==> src/rtl/sbus_pkg.sv <==
// Shared types and helpers for the synchronous burst bus target.
// Assumes all users run on the single host-supplied bus clock.
package sbus_pkg;

    // Burst phase: waiting for an address beat, or moving data words.
    typedef enum logic {
        PH_IDLE = 1'b0,
        PH_DATA = 1'b1
    } phase_e;

    // True when word index a lies inside the inclusive window [lo, hi].
    function automatic logic in_window(input int a, input int lo, input int hi);
        return (a >= lo) && (a <= hi);
    endfunction

endpackage

==> src/rtl/sbus_seq.sv <==
// Burst sequencer: recognises the address beat, latches direction and start
// word, advances the word pointer once per accepted data beat, and issues
// write and read-prefetch strobes to the array.
// Assumes select drops for at least one cycle between bursts.
module sbus_seq #(
    parameter int AW = 6
) (
    input  logic          clk,
    input  logic          rst_n,
    input  logic          sel_i,
    input  logic          wr_i,
    input  logic [AW-1:0] addr_i,
    input  logic          stall_i,
    output logic          data_ph_o,
    output logic          wr_en_o,
    output logic [AW-1:0] wr_addr_o,
    output logic          rd_ld_o,
    output logic [AW-1:0] rd_addr_o,
    output logic [AW-1:0] ptr_o,
    output logic          oe_o
);
    import sbus_pkg::*;

    phase_e        phase_q;
    logic          dir_wr_q;
    logic [AW-1:0] ptr_q;
    logic          addr_beat;
    logic          data_beat;
    logic [AW-1:0] ptr_inc;

    // Classify the current cycle and derive the next pointer value.
    always_comb begin
        addr_beat = sel_i && (phase_q == PH_IDLE);
        data_beat = sel_i && (phase_q == PH_DATA) && !stall_i;
        ptr_inc   = ptr_q + AW'(1);
    end

    // Phase, direction and pointer registers.
    always_ff @(posedge clk) begin
        if (!rst_n) begin
            phase_q  <= PH_IDLE;
            dir_wr_q <= 1'b0;
            ptr_q    <= '0;
        end else begin
            phase_q <= sel_i ? PH_DATA : PH_IDLE;
            if (addr_beat) begin
                dir_wr_q <= wr_i;
                ptr_q    <= addr_i;
            end else if (data_beat) begin
                ptr_q <= ptr_inc;
            end
        end
    end

    // Strobes to the array and the read-enable qualifier.
    always_comb begin
        data_ph_o = sel_i && (phase_q == PH_DATA);
        wr_en_o   = data_beat && dir_wr_q;
        wr_addr_o = ptr_q;
        rd_ld_o   = (addr_beat && !wr_i) || (data_beat && !dir_wr_q);
        rd_addr_o = addr_beat ? addr_i : ptr_inc;
        ptr_o     = ptr_q;
        oe_o      = data_ph_o && !dir_wr_q;
    end

endmodule

==> src/rtl/sbus_wait.sv <==
// Not-ready window stall generator: when enabled, each data beat whose word
// lies in [SLOW_LO, SLOW_HI] is held for SLOW_WAIT cycles before it counts.
// Assumes the window bounds are valid word indices when SLOW_EN is set.
module sbus_wait #(
    parameter int AW        = 6,
    parameter bit SLOW_EN   = 1'b0,
    parameter int SLOW_LO   = 0,
    parameter int SLOW_HI   = 0,
    parameter int SLOW_WAIT = 2
) (
    input  logic          clk,
    input  logic          rst_n,
    input  logic          active_i,
    input  logic [AW-1:0] ptr_i,
    output logic          stall_o
);
    import sbus_pkg::*;

    localparam int CW = (SLOW_WAIT < 2) ? 1 : $clog2(SLOW_WAIT + 1);

    logic [CW-1:0] cnt_q;
    logic          hit;

    // Decide whether the present beat must be held.
    always_comb begin
        hit     = SLOW_EN && in_window(int'(ptr_i), SLOW_LO, SLOW_HI);
        stall_o = active_i && hit && (cnt_q != CW'(SLOW_WAIT));
    end

    // Count wait cycles of the present beat; clear once it is accepted.
    always_ff @(posedge clk) begin
        if (!rst_n) begin
            cnt_q <= '0;
        end else if (stall_o) begin
            cnt_q <= cnt_q + CW'(1);
        end else begin
            cnt_q <= '0;
        end
    end

endmodule

==> src/rtl/sbus_array.sv <==
// Word array with one write port and one registered read port. Each word is
// its own reset register so the array powers up cleared.
// Assumes DEPTH is a power of two so every pointer value selects a word.
module sbus_array #(
    parameter int DW    = 16,
    parameter int DEPTH = 64,
    parameter int AW    = 6
) (
    input  logic          clk,
    input  logic          rst_n,
    input  logic          wr_en_i,
    input  logic [AW-1:0] wr_addr_i,
    input  logic [DW-1:0] wr_data_i,
    input  logic          rd_ld_i,
    input  logic [AW-1:0] rd_addr_i,
    output logic [DW-1:0] rd_data_o
);
    logic [DW-1:0] word_all [DEPTH];
    logic [DW-1:0] rd_q;

    for (genvar g = 0; g < DEPTH; g++) begin : g_word
        logic [DW-1:0] q;
        // Store one word when the write strobe selects this index.
        always_ff @(posedge clk) begin
            if (!rst_n) begin
                q <= '0;
            end else if (wr_en_i && (wr_addr_i == AW'(g))) begin
                q <= wr_data_i;
            end
        end
        assign word_all[g] = q;
    end

    // Registered read port, loaded on address beat or accepted read beat.
    always_ff @(posedge clk) begin
        if (!rst_n) begin
            rd_q <= '0;
        end else if (rd_ld_i) begin
            rd_q <= word_all[rd_addr_i];
        end
    end

    assign rd_data_o = rd_q;

endmodule

==> src/rtl/sbus_target.sv <==
// Synchronous burst bus target: a host-clocked word array reached by
// address-first bursts over a shared address/data word.
// Assumes every input is synchronous to clk and DW >= log2(DEPTH).
module sbus_target #(
    parameter int DW        = 16,
    parameter int DEPTH     = 64,
    parameter bit SLOW_EN   = 1'b0,
    parameter int SLOW_LO   = 0,
    parameter int SLOW_HI   = 0,
    parameter int SLOW_WAIT = 2
) (
    input  logic          clk,
    input  logic          rst_n,
    input  logic          sel_i,
    input  logic          wr_i,
    input  logic [DW-1:0] ad_i,
    output logic [DW-1:0] rd_o,
    output logic          rd_oe_o,
    output logic          wait_o
);
    localparam int AW = $clog2(DEPTH);

    logic          data_ph;
    logic          stall;
    logic          wr_en;
    logic [AW-1:0] wr_addr;
    logic          rd_ld;
    logic [AW-1:0] rd_addr;
    logic [AW-1:0] ptr;
    logic          oe;
    logic [DW-1:0] rd_word;

    sbus_seq #(.AW(AW)) seq_i (
        .clk      (clk),
        .rst_n    (rst_n),
        .sel_i    (sel_i),
        .wr_i     (wr_i),
        .addr_i   (ad_i[AW-1:0]),
        .stall_i  (stall),
        .data_ph_o(data_ph),
        .wr_en_o  (wr_en),
        .wr_addr_o(wr_addr),
        .rd_ld_o  (rd_ld),
        .rd_addr_o(rd_addr),
        .ptr_o    (ptr),
        .oe_o     (oe)
    );

    sbus_wait #(
        .AW       (AW),
        .SLOW_EN  (SLOW_EN),
        .SLOW_LO  (SLOW_LO),
        .SLOW_HI  (SLOW_HI),
        .SLOW_WAIT(SLOW_WAIT)
    ) wait_i (
        .clk     (clk),
        .rst_n   (rst_n),
        .active_i(data_ph),
        .ptr_i   (ptr),
        .stall_o (stall)
    );

    sbus_array #(.DW(DW), .DEPTH(DEPTH), .AW(AW)) array_i (
        .clk      (clk),
        .rst_n    (rst_n),
        .wr_en_i  (wr_en),
        .wr_addr_i(wr_addr),
        .wr_data_i(ad_i),
        .rd_ld_i  (rd_ld),
        .rd_addr_i(rd_addr),
        .rd_data_o(rd_word)
    );

    // Drive read data only while the read enable is up.
    always_comb begin
        rd_oe_o = oe;
        rd_o    = oe ? rd_word : '0;
        wait_o  = stall;
    end

endmodule

==> config.mk <==
export PLATFORM = sky130hd
export DESIGN_NAME = sbus_target
export DESIGN_NICKNAME = d
export VERILOG_FILES = /design/src/rtl/sbus_pkg.sv /design/src/rtl/sbus_seq.sv /design/src/rtl/sbus_wait.sv /design/src/rtl/sbus_array.sv /design/src/rtl/sbus_target.sv
export SDC_FILE = /design/constraint.sdc
export NUM_CORES = 2
export LEC_CHECK = 0
export BUFFER_PORTS_ARGS = -buffer_cell sky130_fd_sc_hd__buf_4
export CORE_AREA = 10 10 297 299
export CTS_BUF_LIST = sky130_fd_sc_hd__clkbuf_4 sky130_fd_sc_hd__clkbuf_8
export CTS_CLUSTER_DIAMETER = 30
export CTS_CLUSTER_SIZE = 30
export DETAILED_ROUTE_END_ITERATION = 8
export DIE_AREA = 0 0 307 309
export GPL_ROUTABILITY_DRIVEN = 1
export HOLD_SLACK_MARGIN = 0.05
export PLACE_DENSITY = 0.81
export SYNTH_ARGS = -nofsm -noshare
export SYNTH_HDL_FRONTEND = slang
export SYNTH_SLANG_ARGS = --single-unit
==> constraint.sdc <==
create_clock -name clk -period 4.8 [get_ports clk]
set_clock_uncertainty 0.2 [all_clocks]
set_input_delay 0.48 -clock clk [delete_from_list [all_inputs] [get_ports clk]]
set_output_delay 0.48 -clock clk [all_outputs]
set_load 0.01 [all_outputs]
==> results by group <==
Timing
  • Fmax: 251 MHz
  • Final setup TNS: 0 ns
  • Fin crit share: 82.8%
  • Unrepaired setup endpoints after global routing: no
  • Final Slew Violations: 0
  • Fin crit period: 3.98 ns
  • Final Hold Viols: 0
  • Relative slew margins: 13.3%
  • Actual slew at the worst max-slew pin: 1.29 ns
  • Setup Viol. Count Final: 0

Layout
  • Layout cells sized above 1: 12.4%
  • Area Growth Syn to Fin: 11.1%
  • Total Nets Final: 5,773

Floorplan
  • Core area: 0.0818 mm2
  • Die area: 0.0949 mm2
  • Initial Util: 59.9%
  • # rows: 105
  • Die height: 309 um
  • Die Wd: 307 um
  • Ports: 38

Clock network
  • CTS buffer count: 182
  • Htree depth: 4
  • Root buffer cell: clkbuf_8
  • Post-CTS Setup Inserts: 0
  • CTS tree: built
  • Clock Path Buffers: 3
  • Clock transition at the registers of the reported paths: 0.07 ns
  • Clk sinks: 1,048
  • Clk_lat worst skew: 0.87 ns

Synth
  • Most common flop cell mapped by yosys: dfxtp_1
  • Top cells by area, synth: dfxtp_1, nand2_1, a21boi_0, mux2i_1, mux4_2
  • Async SR Flop Fraction: 0%
  • Netlist cell types: 59
  • Cells after synthesis: 5,888
  • Syn Nets: 5,912
  • EDFF count, synth: 0
  • Synthesis Warnings: 0
  • Area leader, netlist: dfxtp_1
  • Mapped Avg Cell Area: 8.32 um2
  • Post-synth top cells: nand2_1, dfxtp_1, a21boi_0
  • Yosys reg bits: 1,048
  • Yosys top cell area share: 42.8%
  • Seq/Total Area, Yosys: 42.8%
  • Most frequent cell after synthesis: nand2_1
  • Post-Syn Area: 0.0490 mm2

Critical path
  • Arr. time, crit path: 4.54 ns
  • Max incr delay on CP: 0.60 ns
  • Nature of the critical path endpoint: flop
  • Worst-path cell chain: inv_1 > ha_1 > inv_1 > o21ai_4 > buf_4 > mux2i_1 > mux4_2 > nand2_1 > o311ai_0 > o31ai_1
  • Crit-path max FO: 37
  • CP top delay family: compound AO/OA/AOI/OAI gates
  • Critical path origin: seq_i.ptr_o[1]$_SDFFE_PN0P_
  • Startpoint Class: flop
  • Reg2reg start: seq_i.ptr_o[1]$_SDFFE_PN0P_
  • Slowest CP cell: o21ai_4
  • WS Path Type: reg2reg
  • Cell mode on critical path: inv_1
  • Worst Path Buf+Inv: 3
  • CP required: 5.36 ns

Routing
  • Via-per-instance ratio: 6.20
  • Routed Antenna Nets: 0
  • Via Count: 43,300
  • Drt initial violations: 5,663
  • Wire per inst: 22.5 um
  • First-pass DRT Iterations: 9
  • Drt drc: 0
  • WL final: 157,000 um

Placement
  • Final Wtd Congestion: 1.03
  • # port buffers: 36
  • Placed wire-length estimate: 93,800 um

Power and ir drop
  • Sequential power share: 42.4%
  • Clock Power Share: 48.8%
  • Sw frac: 26.4%
  • P_sw: 5.43 mW
  • Total power: 20.6 mW
  • Pwr dens: 379 mW/mm2
  • Comb pwr share: 8.8%
  • Max VDD drop: 0.277 mV
  • Pint: 15.2 mW
  • Static Leak: 17.8 nW

Global route
  • Initial antenna violation count: 8
  • Global-route wire length before repair: 239,000 um
  • Largest net degree at the start of global routing: 234
  • Total GRT Usage: 32.0%
  • Number of global-route vias before repair: 41,400
  • Total grt overflow: 0

Worst hold path
  • Worst Min Path Start: ad_i[11]
  • Hold/Removal Path Class: in2reg

Run status
  • Outcome: completed

Run
  • Max-Cap Viols: 0
-- layout by cell type (no fill, tap or decap), types with 36 or more instances in the layout --
cell type,netlist,final
o22ai_1,58,58
nand3_1,62,62
mux2_2,118,118
nor2_1,72,67
o21ai_0,52,51
clkbuf_8,0,198
a311oi_1,36,36
buf_4,34,163
nand2_1,2252,2252
dfxtp_1,1048,1048
mux2i_1,310,310
and3_1,42,42
mux4_2,77,77
a21boi_0,1027,1027
-- layout make-up --
class	count	area [um2]
diodes	4	10.0
clock inverters	131	1730
fillers	6367	27400
repair buffers	199	1750
inverters	13	48.8
multi-input cells	4305	25800
flip-flops and latches	1048	21000
well taps	1070	1340
clock buffers	209	2810
-- tightest hold or removal path: stages --
cell and delay, ns:
buf_4 0.38, nand2_1 0.15, a21boi_0 0.07
-- sequential cells by signal (all words and copies together) (netlist names) --
register,cells
array_i.g_word.q,1024
array_i.rd_data_o,16
seq_i.phase_q,1
seq_i.dir_wr_q,1
seq_i.ptr_o,6
-- cells by family (layout without fill, tap and decap cells) --
logic type	Yosys count	in the layout	share of synthesized area [%]
and+or+nand+nor	2487	2487	19.9
AOI/OAI and AO/OA	1303	1303	19.7
DFF	1048	1048	42.8
buffers and inverters	535	552	4.75
muxes	505	505	12.6
xor gates and xnor gates	5	5	0.105
adders and majority gates	4	4	0.102
other	1	5	0.00765
-- stage by stage --
| stage | worst slack, ns | hold slack [ns] | instances | utilization (%) | cell area (um2) |
|---|---|---|---|---|---|
| 5_1_grt | 0.725 | 0.0983 | 6977 | 66.5 | 54400 |
| 3_5_place_dp | 0.969 | 0.256 | 6616 | 60.7 | 49700 |
| 2_1_floorplan | 1.52 | 0.228 | 5888 | - | 49000 |
| 4_1_cts | 0.959 | 0.0519 | 6975 | 66.5 | 54400 |
| 3_3_place_gp | 1.03 | 0.248 | 6616 | 60.7 | 49700 |
| 6_report | 0.824 | 0.101 | 6979 | 66.5 | 54400 |
-- path summary, 6_finish.rpt --
kind	endpoint	slack, ns	cells after the start
min reg2reg	array_i.g_word[26].q[11]$_SDFFE_PN0P_	0.26	2
max	array_i.rd_data_o[2]$_SDFFE_PN0P_	0.82	10
max reg2reg	array_i.rd_data_o[2]$_SDFFE_PN0P_	0.82	10
min	array_i.g_word[17].q[11]$_SDFFE_PN0P_	0.10	3
-- layer usage --
metal	GRT usage (%)	vias to the layer above	routed length (um)
li1	-	19500	-
met1	40.1	20500	59100
met2	48.7	2632	68000
met3	9.45	615	20500
met4	18.6	6	9320
met5	0	-	39
-- power by group through the flow --
stage                     clock network (mW)  logic [mW]  registers [mW]
after floorplan                            0        1.19            8.92
after global placement                     0        1.70            8.94
after detailed placement                   0        1.70            8.94
after CTS                               10.1        1.72            8.75
after global routing                    10.5        1.83            8.74
final                                   10.1        1.81            8.75
-- timing repair --
item                      4_1_cts  5_1_grt
hold endpoints to repair      301        0
hold buffers                   19        0
gates resized for setup         0        0
(Power assumes the default switching activity.)
